==> src/rtl/usb_setup_pkg.sv <==
package usb_setup_pkg;

    typedef enum logic [1:0] {
        TOK_SETUP = 2'd0,
        TOK_OUT   = 2'd1,
        TOK_IN    = 2'd2
    } tok_kind_e;

    typedef enum logic [2:0] {
        SQ_IDLE,
        SQ_COLLECT,
        SQ_W_STAT,
        SQ_W_D0,
        SQ_W_D1,
        SQ_W_DONE
    } seq_state_e;

    localparam logic [3:0]  CODE_SETUP_DATA = 4'h6;
    localparam logic [3:0]  CODE_STAGE_DONE = 4'h4;
    localparam logic [10:0] SETUP_BYTES     = 11'd8;

    function automatic logic [31:0] status_word(input logic [3:0]  ep,
                                                input logic [10:0] bcnt,
                                                input logic [3:0]  code);
        logic [31:0] w;
        w        = '0;
        w[3:0]   = ep;
        w[14:4]  = bcnt;
        w[20:17] = code;
        return w;
    endfunction

endpackage

==> src/rtl/usb_setup_fsm.sv <==
module usb_setup_fsm
    import usb_setup_pkg::*;
#(
    parameter int NUM_EP = 4,
    parameter int EP_W   = 2
) (
    input  logic              clk,
    input  logic              rst_n,
    input  logic              tok_valid,
    input  logic [1:0]        tok_kind,
    input  logic [EP_W-1:0]   tok_ep,
    input  logic              rx_byte_valid,
    input  logic [7:0]        rx_byte,
    input  logic [NUM_EP-1:0] ep_pending,
    output logic              fifo_wr_en,
    output logic [31:0]       fifo_wr_data,
    output logic              setup_pulse,
    output logic              stage_pulse,
    output logic [EP_W-1:0]   cur_ep,
    output logic              emit_stat,
    output logic              emit_done
);

    typedef struct packed {
        seq_state_e      state;
        logic [EP_W-1:0] ep;
        logic [2:0]      idx;
        logic [63:0]     payload;
    } fsm_t;

    fsm_t q, d;

    always_comb begin
        d           = q;
        setup_pulse = 1'b0;
        stage_pulse = 1'b0;
        case (q.state)
            SQ_IDLE: begin
                if (tok_valid) begin
                    if (tok_kind == TOK_SETUP) begin
                        d.state = SQ_COLLECT;
                        d.ep    = tok_ep;
                        d.idx   = '0;
                    end else if ((tok_kind == TOK_OUT || tok_kind == TOK_IN)
                                 && ep_pending[tok_ep]) begin
                        d.state     = SQ_W_DONE;
                        d.ep        = tok_ep;
                        stage_pulse = 1'b1;
                    end
                end
            end
            SQ_COLLECT: begin
                if (rx_byte_valid) begin
                    d.payload[{q.idx, 3'b000} +: 8] = rx_byte;
                    d.idx = q.idx + 3'd1;
                    if (q.idx == 3'd7) begin
                        d.state     = SQ_W_STAT;
                        setup_pulse = 1'b1;
                    end
                end
            end
            SQ_W_STAT: d.state = SQ_W_D0;
            SQ_W_D0:   d.state = SQ_W_D1;
            SQ_W_D1:   d.state = SQ_IDLE;
            SQ_W_DONE: d.state = SQ_IDLE;
            default:   d.state = SQ_IDLE;
        endcase
    end

    always_ff @(posedge clk) begin
        if (!rst_n) begin
            q.state   <= SQ_IDLE;
            q.ep      <= '0;
            q.idx     <= '0;
            q.payload <= '0;
        end else begin
            q <= d;
        end
    end

    always_comb begin
        fifo_wr_en   = 1'b1;
        fifo_wr_data = '0;
        case (q.state)
            SQ_W_STAT: fifo_wr_data = status_word(4'(q.ep), SETUP_BYTES, CODE_SETUP_DATA);
            SQ_W_D0:   fifo_wr_data = q.payload[31:0];
            SQ_W_D1:   fifo_wr_data = q.payload[63:32];
            SQ_W_DONE: fifo_wr_data = status_word(4'(q.ep), 11'd0, CODE_STAGE_DONE);
            default:   fifo_wr_en   = 1'b0;
        endcase
    end

    assign cur_ep    = q.ep;
    assign emit_stat = (q.state == SQ_W_STAT);
    assign emit_done = (q.state == SQ_W_DONE);

endmodule

==> src/rtl/usb_setup_ep_slot.sv <==
module usb_setup_ep_slot #(
    parameter int CNT_W = 2
) (
    input  logic             clk,
    input  logic             rst_n,
    input  logic             cfg_wr,
    input  logic [CNT_W-1:0] cfg_val,
    input  logic             setup_hit,
    input  logic             stage_hit,
    input  logic             pop_hit,
    input  logic             nak_in_clr,
    input  logic             nak_out_clr,
    input  logic             out_en_set,
    input  logic             irq_clr,
    output logic [CNT_W-1:0] cnt,
    output logic             in_nak,
    output logic             out_nak,
    output logic             out_en,
    output logic             irq,
    output logic             pending
);

    typedef struct packed {
        logic [CNT_W-1:0] cnt;
        logic             in_nak;
        logic             out_nak;
        logic             out_en;
        logic             irq;
        logic             pending;
    } slot_t;

    slot_t q, d;

    always_comb begin
        d = q;
        if (cfg_wr)      d.cnt     = cfg_val;
        if (setup_hit)   d.cnt     = d.cnt - CNT_W'(1);
        if (nak_in_clr)  d.in_nak  = 1'b0;
        if (nak_out_clr) d.out_nak = 1'b0;
        if (setup_hit) begin
            d.in_nak  = 1'b1;
            d.out_nak = 1'b1;
            d.pending = 1'b1;
        end
        if (out_en_set)  d.out_en  = 1'b1;
        if (stage_hit) begin
            d.out_en  = 1'b0;
            d.pending = 1'b0;
        end
        if (irq_clr)     d.irq     = 1'b0;
        if (pop_hit)     d.irq     = 1'b1;
    end

    always_ff @(posedge clk) begin
        if (!rst_n) q <= '0;
        else        q <= d;
    end

    assign cnt     = q.cnt;
    assign in_nak  = q.in_nak;
    assign out_nak = q.out_nak;
    assign out_en  = q.out_en;
    assign irq     = q.irq;
    assign pending = q.pending;

endmodule

==> src/rtl/usb_setup_rx_seq.sv <==
module usb_setup_rx_seq
    import usb_setup_pkg::*;
#(
    parameter int NUM_EP = 4,
    parameter int CNT_W  = 2,
    parameter int EP_W   = (NUM_EP > 1) ? $clog2(NUM_EP) : 1
) (
    input  logic                    clk,
    input  logic                    rst_n,
    input  logic                    tok_valid,
    input  logic [1:0]              tok_kind,
    input  logic [EP_W-1:0]         tok_ep,
    input  logic                    rx_byte_valid,
    input  logic [7:0]              rx_byte,
    output logic                    fifo_wr_en,
    output logic [31:0]             fifo_wr_data,
    input  logic                    fifo_pop,
    input  logic                    fifo_pop_is_status,
    input  logic [31:0]             fifo_pop_data,
    input  logic [NUM_EP-1:0]       cnt_wr_en,
    input  logic [CNT_W-1:0]        cnt_wr_val,
    output logic [NUM_EP*CNT_W-1:0] setup_cnt,
    output logic [NUM_EP-1:0]       in_nak,
    output logic [NUM_EP-1:0]       out_nak,
    input  logic [NUM_EP-1:0]       nak_in_clr,
    input  logic [NUM_EP-1:0]       nak_out_clr,
    output logic [NUM_EP-1:0]       out_ep_en,
    input  logic [NUM_EP-1:0]       out_en_set,
    output logic [NUM_EP-1:0]       setup_irq,
    input  logic [NUM_EP-1:0]       irq_clr
);

    localparam logic [27:0] DONE_TAG = 28'(status_word(4'h0, 11'd0, CODE_STAGE_DONE) >> 4);

    logic              setup_pulse;
    logic              stage_pulse;
    logic [EP_W-1:0]   cur_ep;
    logic              emit_stat;
    logic              emit_done;
    logic [NUM_EP-1:0] ep_pending;
    logic              done_pop;

    assign done_pop = fifo_pop && fifo_pop_is_status && (fifo_pop_data[31:4] == DONE_TAG);

    usb_setup_fsm #(.NUM_EP(NUM_EP), .EP_W(EP_W)) u_fsm (
        .clk          (clk),
        .rst_n        (rst_n),
        .tok_valid    (tok_valid),
        .tok_kind     (tok_kind),
        .tok_ep       (tok_ep),
        .rx_byte_valid(rx_byte_valid),
        .rx_byte      (rx_byte),
        .ep_pending   (ep_pending),
        .fifo_wr_en   (fifo_wr_en),
        .fifo_wr_data (fifo_wr_data),
        .setup_pulse  (setup_pulse),
        .stage_pulse  (stage_pulse),
        .cur_ep       (cur_ep),
        .emit_stat    (emit_stat),
        .emit_done    (emit_done)
    );

    for (genvar g = 0; g < NUM_EP; g++) begin : g_slot
        usb_setup_ep_slot #(.CNT_W(CNT_W)) u_slot (
            .clk        (clk),
            .rst_n      (rst_n),
            .cfg_wr     (cnt_wr_en[g]),
            .cfg_val    (cnt_wr_val),
            .setup_hit  (setup_pulse && (cur_ep == EP_W'(g))),
            .stage_hit  (stage_pulse && (tok_ep == EP_W'(g))),
            .pop_hit    (done_pop && (fifo_pop_data[3:0] == 4'(g))),
            .nak_in_clr (nak_in_clr[g]),
            .nak_out_clr(nak_out_clr[g]),
            .out_en_set (out_en_set[g]),
            .irq_clr    (irq_clr[g]),
            .cnt        (setup_cnt[g*CNT_W +: CNT_W]),
            .in_nak     (in_nak[g]),
            .out_nak    (out_nak[g]),
            .out_en     (out_ep_en[g]),
            .irq        (setup_irq[g]),
            .pending    (ep_pending[g])
        );
    end

endmodule

==> config.mk <==
export PLATFORM = sky130hd
export DESIGN_NAME = usb_setup_rx_seq
export DESIGN_NICKNAME = d
export VERILOG_FILES = /design/src/rtl/usb_setup_pkg.sv /design/src/rtl/usb_setup_fsm.sv /design/src/rtl/usb_setup_ep_slot.sv /design/src/rtl/usb_setup_rx_seq.sv
export SDC_FILE = /design/constraint.sdc
export NUM_CORES = 1
export LEC_CHECK = 0
export BUFFER_PORTS_ARGS = -buffer_cell sky130_fd_sc_hd__buf_2
export CAP_MARGIN = 20
export CORE_MARGIN = 10
export CORE_UTILIZATION = 45
export CTS_BUF_LIST = sky130_fd_sc_hd__clkbuf_2 sky130_fd_sc_hd__clkbuf_4 sky130_fd_sc_hd__clkbuf_8
export CTS_CLUSTER_DIAMETER = 40
export DETAILED_ROUTE_END_ITERATION = 10
export MAX_ROUTING_LAYER = met4
export PLACE_DENSITY = 0.78
export SYNTH_ARGS = -nofsm -noshare
export SYNTH_HDL_FRONTEND = slang
export SYNTH_HIERARCHICAL = 1
export SYNTH_SLANG_ARGS = --single-unit
==> constraint.sdc <==
create_clock -name clk -period 3.3 [get_ports clk]
set_input_delay 0.165 -clock clk [delete_from_list [all_inputs] [get_ports clk]]
set_output_delay 0.165 -clock clk [all_outputs]
set_load 0.01 [all_outputs]
==> out/metrics.cfg, run 1 <==
[place]
preCtsSetupSlack_ps = 635
placement.io_buffers = 128
post-place-cells = 826
gp_routability_congestion = 0.875
dp.final_hpwl_mm = 10.1

[synth]
ys_warn_count = 6
dominantRegCellSynth = dfxtp_1
yosys.cell_types.count = 51
synth_area_per_cell_sq_um = 8.94
ys_async_rst_share_pct = 0
syn_inst = 582
mappedNetlistArea_sq_um = 5200
synth-edff-count = 0
yosys_register_bits = 100
synth-seq-area-share_pct = 38.5
syn-num-nets = 664

[setup_path]
critical_path.reg2reg.startpoint = u_fsm/q[64]
critPathLaunchType = register
worst_r2r_path_depth = 6
critPathCaptureType = register
cp_data_required_time_ps = 3550
worst_reg_to_reg_setup_slack_ps = 590
peak_fanout_along_the_critical_path = 19
crit_type = register to register
crit_startpoint = u_fsm/q[64]
critical_path_arrival_ps = 2960

[sta]
finalSetupViolCount = 0
final_period_minus_worst_setup_slack_ps = 2710
post-route-worst-setup-slack_ps = 586
report.final.hold_viol_count = 0
final.setup.tns_ps = 0
fmaxAchievable_mhz = 369
timing.slew.headroom_pct = 52.8
fin_skew_ps = 13.5
maxSlewViolCount = 0
actual_transition_at_the_worst_max_transition_pin_ps = 709
period_share_pct = 82.2
rsz0062_at_grt = no

[final_layout]
mostFrequentLayoutCells = 128 x buf_2, 100 x dfxtp_1, 85 x nor2_1
mostFrequentLayoutCell = buf_2
num-nets-final = 778
n_antenna_cell = 0
final_cells = 844
drive_above_1_share_pct = 23.8
post-route-util_pct = 53.3
syn_to_final_growth_pct = 16.4

[clocking]
tritoncts_buffer_count = 9
ctsLongestPathBuffers = 2
cts.sinks = 100
clock_tree.htree_level_count = 3
clock_insertion_delay_worst_skew_ps = 380
tritoncts = done
ctsResizeCount = 0
clockRootBuffer = clkbuf_8
clkSlewWorstSetupHoldPaths_ps = 100

[power]
max-vdd-ir-drop_mv = 0.335
leakage_nw = 2.65
power_mw = 2.13
p_per_area_nw_per_um2 = 352

[routing]
met2WireLength_mm = 7.04
drt-initial-drc-count = 275
detail_route.wirelength_mm = 13.8
drt.antenna.violating_nets = 0
avgViaCountPerCell = 5.39
drt-wirelength-per-cell_microns = 16.3
highest_layer = met4
post-route-drc-count = 0
dr.pass1.iters = 5
detailroute.via_count = 4545
detail_route.wirelength.met1_mm = 5.85
met3_length_microns = 738

[floorplan]
dieArea_sq_um = 16300
io_pins = 129
initial_core_util_pct = 45.8
die-width_microns = 128
floorplan.core_area_sq_um = 11400
die_y_microns = 128
num_rows = 39

[grt]
globalRouteOverflowTotal = 0
grt_pass1_wl_mm = 22.8
gr-usage-all-layers_pct = 17.1
initial_antenna_violation_count = 0
number_of_global_route_vias_before_repair = 4760
grt_max_degree = 70

[run]
drv_cap = 0

[run_status]
status = finished, final reports clean

[min_path]
hold_path.class = input port to register

==> cell families after synthesis <==
kind of cell | Yosys count | share of synthesized area [%]
AND/OR/NAND/NOR | 260 | 28.7
multiplexers | 58 | 11.2
flip-flops | 100 | 38.5
AO/OA/AOI/OAI | 96 | 12.9
XOR/XNOR | 5 | 0.841
adder cells (fa/ha/maj) | 10 | 2.40
buffers and inverters | 53 | 5.43
==> layout make-up <==
type	instances	area, sq um
Fill cell	1061	5310
Multi-Input combinational cell	429	2920
Sequential cell	100	2000
Timing Repair Buffer	136	706
Tap cell	143	179
Clock buffer	9	124
Inverter	20	75.1
Clock inverter	7	51.3
==> worst max-delay path: stages, from the launching register on <==
cell	delay, ps
dfxtp_1	700
inv_1	180
ha_1	260
ha_1	470
and4b_1	650
mux2i_1	270
nor2_1	50
==> metrics by stage <==
stage / hold WS [ps] / area (sq um)
after global placement: 374 / 5860
after detailed placement: 381 / 5860
after CTS: 6.25 / 6060
after floorplan: 281 / 5200
after global routing: 8.59 / 6060
final: 20.1 / 6060
==> how the worst min path moves through the flow <==
stage,from,to,depth (start not counted)
floorplan,out_en_set[0],g_slot[0].u_slot/out_en,2
global route,out_en_set[2],g_slot[2].u_slot/out_en,3
finish,out_en_set[2],g_slot[2].u_slot/out_en,3
global placement,out_en_set[1],g_slot[1].u_slot/out_en,3
detailed placement,out_en_set[3],g_slot[3].u_slot/out_en,3
CTS,out_en_set[2],g_slot[2].u_slot/out_en,3
==> metal layers <==
metal | GRT usage [%] | vias to the layer above
met3 | 3.97 | 13
met2 | 30.6 | 123
li1 | - | 2252
met5 | - | -
met4 | 3.82 | 0
met1 | 18.8 | 2157
==> timing repair <==
| item | CTS | global route |
|---|---|---|
| hold buffers | 2 | 0 |
| setup endpoints to repair | 0 | 0 |
| hold endpoints to repair | 2 | 0 |
| buffers inserted | 0 | 0 |
==> power by group <==
| group | internal [mW] | total [mW] | switching [mW] |
|---|---|---|---|
| registers | 1.22 | 1.23 | 0.0120 |
| logic | 0.0787 | 0.185 | 0.106 |
| clock network | 0.278 | 0.716 | 0.438 |
| total | 1.57 | 2.13 | 0.556 |
==> cell usage after synthesis, types with 5 or more instances <==
cell | n | area (sq um)
inv_1 | 19 | 71.3
ha_1 | 10 | 125
nor2b_1 | 41 | 257
and2_1 | 13 | 81.3
nor3_1 | 6 | 30.0
a21oi_1 | 21 | 105
nor4_1 | 5 | 31.3
and3_1 | 9 | 56.3
nand2b_1 | 12 | 75.1
dfxtp_1 | 100 | 2000
nand4b_1 | 5 | 43.8
nor2_1 | 85 | 319
o21ai_0 | 11 | 55.1
mux2i_1 | 54 | 541
clkbuf_1 | 18 | 67.6
buf_6 | 8 | 90.1
and3b_1 | 7 | 61.3
nand3_1 | 10 | 50.1
a22oi_1 | 30 | 225
nand2_1 | 34 | 128
o21a_1 | 12 | 90.1
or2_0 | 7 | 43.8
xnor2_1 | 5 | 43.8
No activity file was read; power rests on OpenSTA's default activity.
==> inputs of run 2 (changes only) <==
--- a/config.mk
+++ b/config.mk
@@ -5,6 +5,7 @@
 export SDC_FILE = /design/constraint.sdc
 export NUM_CORES = 1
 export LEC_CHECK = 0
+export ABC_AREA = 1
 export BUFFER_PORTS_ARGS = -buffer_cell sky130_fd_sc_hd__buf_2
 export CAP_MARGIN = 20
 export CORE_MARGIN = 10
==> constraint.sdc (replaced) <==
create_clock -name clk -period 2.5 [get_ports clk]
set_input_delay 0.125 -clock clk [delete_from_list [all_inputs] [get_ports clk]]
set_output_delay 0.125 -clock clk [all_outputs]
set_load 0.01 [all_outputs]
==> run 2 against run 1 <==
Net effect: wire length is 0.18% higher; synthesized cell count is 31% higher; power is 56% higher; sequential share of layout area is 0.52 points lower; utilization is 2.5 points higher; non-clock buffer count is 8 higher; via count is 9.8% higher; largest cell class unchanged; highest routed layer unchanged.
==> out/metrics.cfg, run 2 <==
[routing]
detail_route.wirelength_mm = 13.8  ; +0.18%
avgViaCountPerCell = 4.80  ; -11%
drt-wirelength-per-cell_microns = 13.3  ; -19%
drt-initial-drc-count = 380  ; +38%
drt.antenna.violating_nets = 0  ; unchanged
post-route-drc-count = 0  ; unchanged
detailroute.via_count = 4992  ; +9.8%
dr.pass1.iters = 5  ; unchanged

[grt]
grt_pass1_wl_mm = 22.4  ; -1.8%
gr-usage-all-layers_pct = 17.0  ; -0.15 points
globalRouteOverflowTotal = 0  ; unchanged
initial_antenna_violation_count = 0  ; unchanged
number_of_global_route_vias_before_repair = 4569  ; -4.0%
grt_max_degree = 43  ; -39%

[final_layout]
num-nets-final = 976  ; +25%
postLayoutCellArea_sq_um = 6150  ; +1.6%
n_antenna_cell = 0  ; unchanged
syn_to_final_growth_pct = 19.7
drive_above_1_share_pct = 21.1  ; -2.7 points
mostFrequentLayoutCell = nand2_1
fill_cells = 1077  ; +1.5%
mostFrequentLayoutCells = 159 x nand2_1, 128 x buf_2, 123 x inv_1

[power]
leakage_nw = 2.91  ; +9.8%
power.share.combinational_pct = 17.5  ; +8.8 points
switching_share_pct = 30.7  ; +4.7 points
power_mw = 3.32  ; +56%
pint_mw = 2.30  ; +46%
switchingPower_mw = 1.02  ; +84%
max-vdd-ir-drop_mv = 0.360  ; +7.7%
p_seq_share_pct = 50.8  ; -6.9 points
p_per_area_nw_per_um2 = 539  ; +53%
pwr-share-clk_pct = 31.8  ; -1.8 points

[sta]
final_period_minus_worst_setup_slack_ps = 2360
holdWs_ps = 10.6  ; -9.47 ps
timing.slew.headroom_pct = 68.3  ; +16 points
period_share_pct = 94.3
report.final.hold_viol_count = 0  ; unchanged
actual_transition_at_the_worst_max_transition_pin_ps = 473  ; -236 ps
post-route-worst-setup-slack_ps = 142  ; -444 ps
final.setup.tns_ps = 0  ; unchanged
fin_skew_ps = 15.8  ; +2.30 ps
fmaxAchievable_mhz = 424
rsz0062_at_grt = no
maxSlewViolCount = 0  ; unchanged
finalSetupViolCount = 0  ; unchanged

[clocking]
tritoncts_buffer_count = 9  ; unchanged
clock_tree.htree_level_count = 3  ; unchanged
clockRootBuffer = clkbuf_8
cts.sinks = 100  ; unchanged
tritoncts = done
post_cts.repair.setup_buffers = 0  ; unchanged
ctsLongestPathBuffers = 2  ; unchanged
clkSlewWorstSetupHoldPaths_ps = 100  ; about the same
clock_insertion_delay_worst_skew_ps = 370  ; about the same

[setup_path]
critPathCaptureType = primary output
crit_type = register to primary output
cp_peak_stage_delay_ps = 440  ; -260 ps
critical_path.reg2reg.startpoint = u_fsm/q[64]
cp_slowest_cell = dfxtp_1
critPathLaunchType = register
crit_top_cell = nand2_1
critical_path_arrival_ps = 2230  ; -730 ps
worst_r2r_path_depth = 7  ; +1
path_cells = inv_2 -> nor2_1 -> nand2_1 -> clkinvlp_4 -> buf_4 -> nand2_1 -> a21oi_1 -> buf_2
cp_data_required_time_ps = 2380  ; -1170 ps
peak_fanout_along_the_critical_path = 14  ; -5
worst_reg_to_reg_setup_slack_ps = 210  ; -380 ps

[place]
preCtsSetupSlack_ps = 224  ; -411 ps
dp.final_hpwl_mm = 10.4  ; +2.8%
gp_routability_congestion = 0.887  ; +1.4%
placement.io_buffers = 128  ; unchanged
postPlaceCellArea_sq_um = 5890  ; +0.55%

[floorplan]
initial_core_util_pct = 46.6  ; +0.84 points
num_rows = 38  ; -2.6%
die_y_microns = 127  ; -0.51%
dieArea_sq_um = 16100  ; -1.0%
die-width_microns = 127  ; -0.51%
floorplan.core_area_sq_um = 11000  ; -3.0%
io_pins = 129  ; unchanged

[run]
drv_cap = 0  ; unchanged

[min_path]
hold_path.class = input port to register
hold_path_depth = 4  ; +1
hold-path-endpoint = g_slot[3].u_slot/out_nak
worstHoldStart = nak_out_clr[3]

[synth]
syn_inst = 765  ; +31%
synth_area_per_cell_sq_um = 6.72  ; -25%
ys_warn_count = 6  ; unchanged
mappedNetlistArea_sq_um = 5140  ; -1.2%
syn-num-nets = 847  ; +28%

[run_status]
status = finished, final reports clean

==> run 2: changes by cell type in the layout (fill, tap and decap cells not counted), moves of 8 or more <==
cell | previous run | this run
nand2b_1 | 12 | 0
nand2_1 | 34 | 159
and2_1 | 13 | 1
a21oi_1 | 21 | 98
inv_2 | 0 | 8
nand3_1 | 10 | 19
o21ai_0 | 11 | 66
o21a_1 | 12 | 0
a22oi_1 | 30 | 0
inv_1 | 19 | 123
nor2b_1 | 41 | 0
and3_1 | 9 | 0
mux2i_1 | 54 | 0
nor2_1 | 85 | 108
==> run 2: metrics by stage <==
| step | util, % | instances |
|---|---|---|
| global placement | 53.4 | 1017 |
| global route | 55.8 | 1039 |
| detailed placement | 53.4 | 1017 |
| finish | 55.8 | 1039 |
| floorplan | - | 765 |
| CTS | 55.8 | 1039 |
==> run 2: metal layers <==
layer | up-vias | GRT usage [%] | part of all wire [%]
met5 | - | - | 0
met4 | 0 | 5.22 | 1.6
met3 | 18 | 3.67 | 4.7
met2 | 119 | 27.4 | 47
met1 | 2212 | 20.7 | 46
li1 | 2643 | - | -
==> run 2: worst max-delay path: cells and delay by family (launching register included) <==
family,cells,cell delay (ps)
buf+inv,4,760
simple gates,3,470
flops,1,440
compound gates,1,190
==> run 2: layout make-up <==
type / count / area, sq um / area share, %
well taps: 140 / 175 / 2.85
multi-input cells: 505 / 2490 / 40.5
flip-flops and latches: 100 / 2000 / 32.5
repair buffers: 144 / 776 / 12.6
clock inverters: 7 / 72.6 / 1.18
clock buffers: 9 / 124 / 2.01
inverters: 134 / 514 / 8.36
==> run 2: worst max path at each step <==
stage	start	end	slack, ps
floorplan	u_fsm/q[64]	register	410
detailed placement	u_fsm/q[64]	register	220
CTS	u_fsm/q[70]	fifo_wr_data[21]	40
finish	u_fsm/q[70]	fifo_wr_data[21]	140
global route	u_fsm/q[70]	fifo_wr_data[21]	20
global placement	u_fsm/q[64]	register	300
==> run 2: power by group through the flow <==
stage / Sequential, mW / Clock, mW / Combinational (mW)
after floorplan: 1.70 / 0 / 0.406
after global placement: 1.72 / 0 / 0.561
after detailed placement: 1.72 / 0 / 0.570
after CTS: 1.68 / 1.07 / 0.578
after global routing: 1.69 / 1.14 / 0.648
final: 1.68 / 1.05 / 0.580
==> run 2: repair_timing <==
action / 4_1_cts / 5_1_grt
hold endpoints to repair: 6 / 0
hold buffers: 6 / 0
resized for setup: 0 / 1
setup endpoints to repair: 0 / 8
==> inputs of run 3 (changes only) <==
--- a/config.mk
+++ b/config.mk
@@ -14,7 +14,7 @@
 export CTS_CLUSTER_DIAMETER = 40
 export DETAILED_ROUTE_END_ITERATION = 10
 export MAX_ROUTING_LAYER = met4
-export PLACE_DENSITY = 0.78
+export PLACE_DENSITY = 0.66
 export SYNTH_ARGS = -nofsm -noshare
 export SYNTH_HDL_FRONTEND = slang
 export SYNTH_HIERARCHICAL = 1
==> run 3 against run 2 <==
Net effect: clock power up 8%; utilization is 0.68 points higher; register-to-register slack better by 60 ps; clock skew is 3.8 ps higher; wire length up 6.6%; clock-buffer cell count increased by 4; sequential cell count stayed put.
==> out/metrics.cfg, run 3 (same netlist as run 2, synthesis figures left out) <==
[grt]
globalRouteOverflowTotal = 0  ; unchanged
grt.met1_usage_pct = 22.5  ; +1.8 points
gr-max-usage-layer = met2
initial_antenna_violation_count = 0  ; unchanged
grt_max_degree = 44  ; +2.3%
number_of_global_route_vias_before_repair = 4861  ; +6.4%
grt_pass1_wl_mm = 24.0  ; +7.2%
globalRouteMet2Util_pct = 29.6  ; +2.2 points
gr-usage-met3_pct = 3.87  ; +0.21 points
gr-usage-all-layers_pct = 18.4  ; +1.4 points

[clocking]
ctsLongestPathBuffers = 2  ; unchanged
tritoncts_buffer_count = 9  ; unchanged
clockRootBuffer = clkbuf_8
tritoncts = done
clock_tree.htree_level_count = 3  ; unchanged
clock_insertion_delay_worst_skew_ps = 380  ; about the same
cts.sinks = 100  ; unchanged
clkSlewWorstSetupHoldPaths_ps = 100  ; about the same
post_cts.repair.setup_buffers = 0  ; unchanged

[final_layout]
area_of_all_sequential_standard_cells_sq_um = 2000  ; about the same
fill_cells = 1080  ; +0.28%
multi_input_comb_area_sq_um = 2500  ; +0.50%
syn_to_final_growth_pct = 21.1
mostFrequentLayoutCell = nand2_1
n_antenna_cell = 0  ; unchanged
drive_above_1_share_pct = 20.9  ; -0.20 points
num-nets-final = 980  ; +0.41%
mostFrequentLayoutCells = 159 x nand2_1, 128 x buf_2, 124 x inv_1

[sta]
fmaxAchievable_mhz = 435  ; +2.5%
finalSetupViolCount = 0  ; unchanged
fin_skew_ps = 19.7  ; +3.82 ps
final_period_minus_worst_setup_slack_ps = 2300  ; -57.6 ps
holdWs_ps = 53.0  ; +42.4 ps
timing.slew.headroom_pct = 69.8  ; +1.5 points
report.final.hold_viol_count = 0  ; unchanged
actual_transition_at_the_worst_max_transition_pin_ps = 450  ; -23.0 ps
period_share_pct = 92.0  ; -2.3 points
rsz0062_at_grt = no
maxSlewViolCount = 0  ; unchanged
post-route-worst-setup-slack_ps = 200  ; +57.6 ps
final.setup.tns_ps = 0  ; unchanged

[routing]
drt.antenna.violating_nets = 0  ; unchanged
drt-initial-drc-count = 421  ; +11%
dr.pass1.iters = 6  ; +1
detail_route.wirelength_mm = 14.7  ; +6.6%
post-route-drc-count = 0  ; unchanged
drt-wirelength-per-cell_microns = 14.1  ; +6.2%
detailroute.via_count = 5100  ; +2.2%
avgViaCountPerCell = 4.89  ; +1.8%

[setup_path]
peak_fanout_along_the_critical_path = 15  ; +1
worst_r2r_path_depth = 8  ; +1
crit_type = register to primary output
worst_reg_to_reg_setup_slack_ps = 270  ; +60 ps
cp_data_required_time_ps = 2380  ; about the same
critPathCaptureType = primary output
critical_path.reg2reg.startpoint = u_fsm/q[64]
critPathLaunchType = register
critical_path_arrival_ps = 2170  ; -60 ps

[place]
preCtsSetupSlack_ps = 160  ; -64.2 ps
dp.final_hpwl_mm = 10.9  ; +4.7%
gp_routability_congestion = 0.973  ; +9.7%
placement.io_buffers = 128  ; unchanged

[power]
leakage_nw = 2.95  ; +1.3%
p_per_area_nw_per_um2 = 549  ; +1.8%
max-vdd-ir-drop_mv = 0.378  ; +5.0%

[min_path]
hold_path.class = input port to register
hold_path_depth = 4  ; unchanged
worstHoldStart = irq_clr[1]
hold-path-endpoint = g_slot[1].u_slot/irq

[floorplan]
floorplan.core_area_sq_um = 11000  ; unchanged
num_rows = 38  ; unchanged
dieArea_sq_um = 16100  ; unchanged
initial_core_util_pct = 46.6  ; unchanged
die-width_microns = 127  ; unchanged
io_pins = 129  ; unchanged
die_y_microns = 127  ; unchanged

[run_status]
status = finished, final reports clean

[run]
drv_cap = 0  ; unchanged

run 3: worst max-delay path by stage:
stage	from	endpoint	slack (ps)
after global routing	u_fsm/q[70]	fifo_wr_data[0]	70
after CTS	u_fsm/q[64]	register	150
final	u_fsm/q[70]	fifo_wr_data[0]	200
after global placement	u_fsm/q[64]	register	350
after floorplan	u_fsm/q[64]	register	410
after detailed placement	u_fsm/q[64]	register	160
run 3: cell type report:
cell class	count	share of cell area (%)
clock buffers	13	2.77
clock inverters	3	0.703
inverters	134	8.19
multi-input cells	505	40.2
flip-flops and latches	100	32.2
well taps	140	2.81
repair buffers	148	13.2
run 3: timing repair:
item                                    in CTS  in global routing
gates resized for setup                      0                  3
endpoints found under the setup margin       0                  2
endpoints found under the hold margin       12                  0
hold buffers                                12                  0
run 3: critical path: stages (launching register included):
cell and delay (ps):
dfxtp_1 420, inv_2 110, nor2_1 230, nand2_1 120, inv_1 100, buf_4 210, nand2_1 80, a31oi_1 320
buf_2 210
run 3: where the power goes:
group | switching, mW | leakage (nW) | internal (mW)
combinational | 0.408 | 2.03 | 0.197
sequential | 0.0472 | 0.810 | 1.64
clock | 0.571 | 0.113 | 0.557
run 3: layer usage:
layer,up-vias,share of wire (%)
li1,2658,-
met1,2278,45
met2,148,48
met3,16,5.8
met4,0,1.2
met5,-,0
run 3: metrics by stage:
| step | utilization [%] | power [mW] | instances | instance area [sq um] |
|---|---|---|---|---|
| floorplan | - | 2.11 | 765 | 5140 |
| global placement | 53.3 | 2.28 | 1015 | 5880 |
| detailed placement | 53.3 | 2.30 | 1015 | 5880 |
| CTS | 56.4 | 3.43 | 1043 | 6220 |
| global route | 56.5 | 3.59 | 1043 | 6230 |
| finish | 56.5 | 3.42 | 1043 | 6230 |
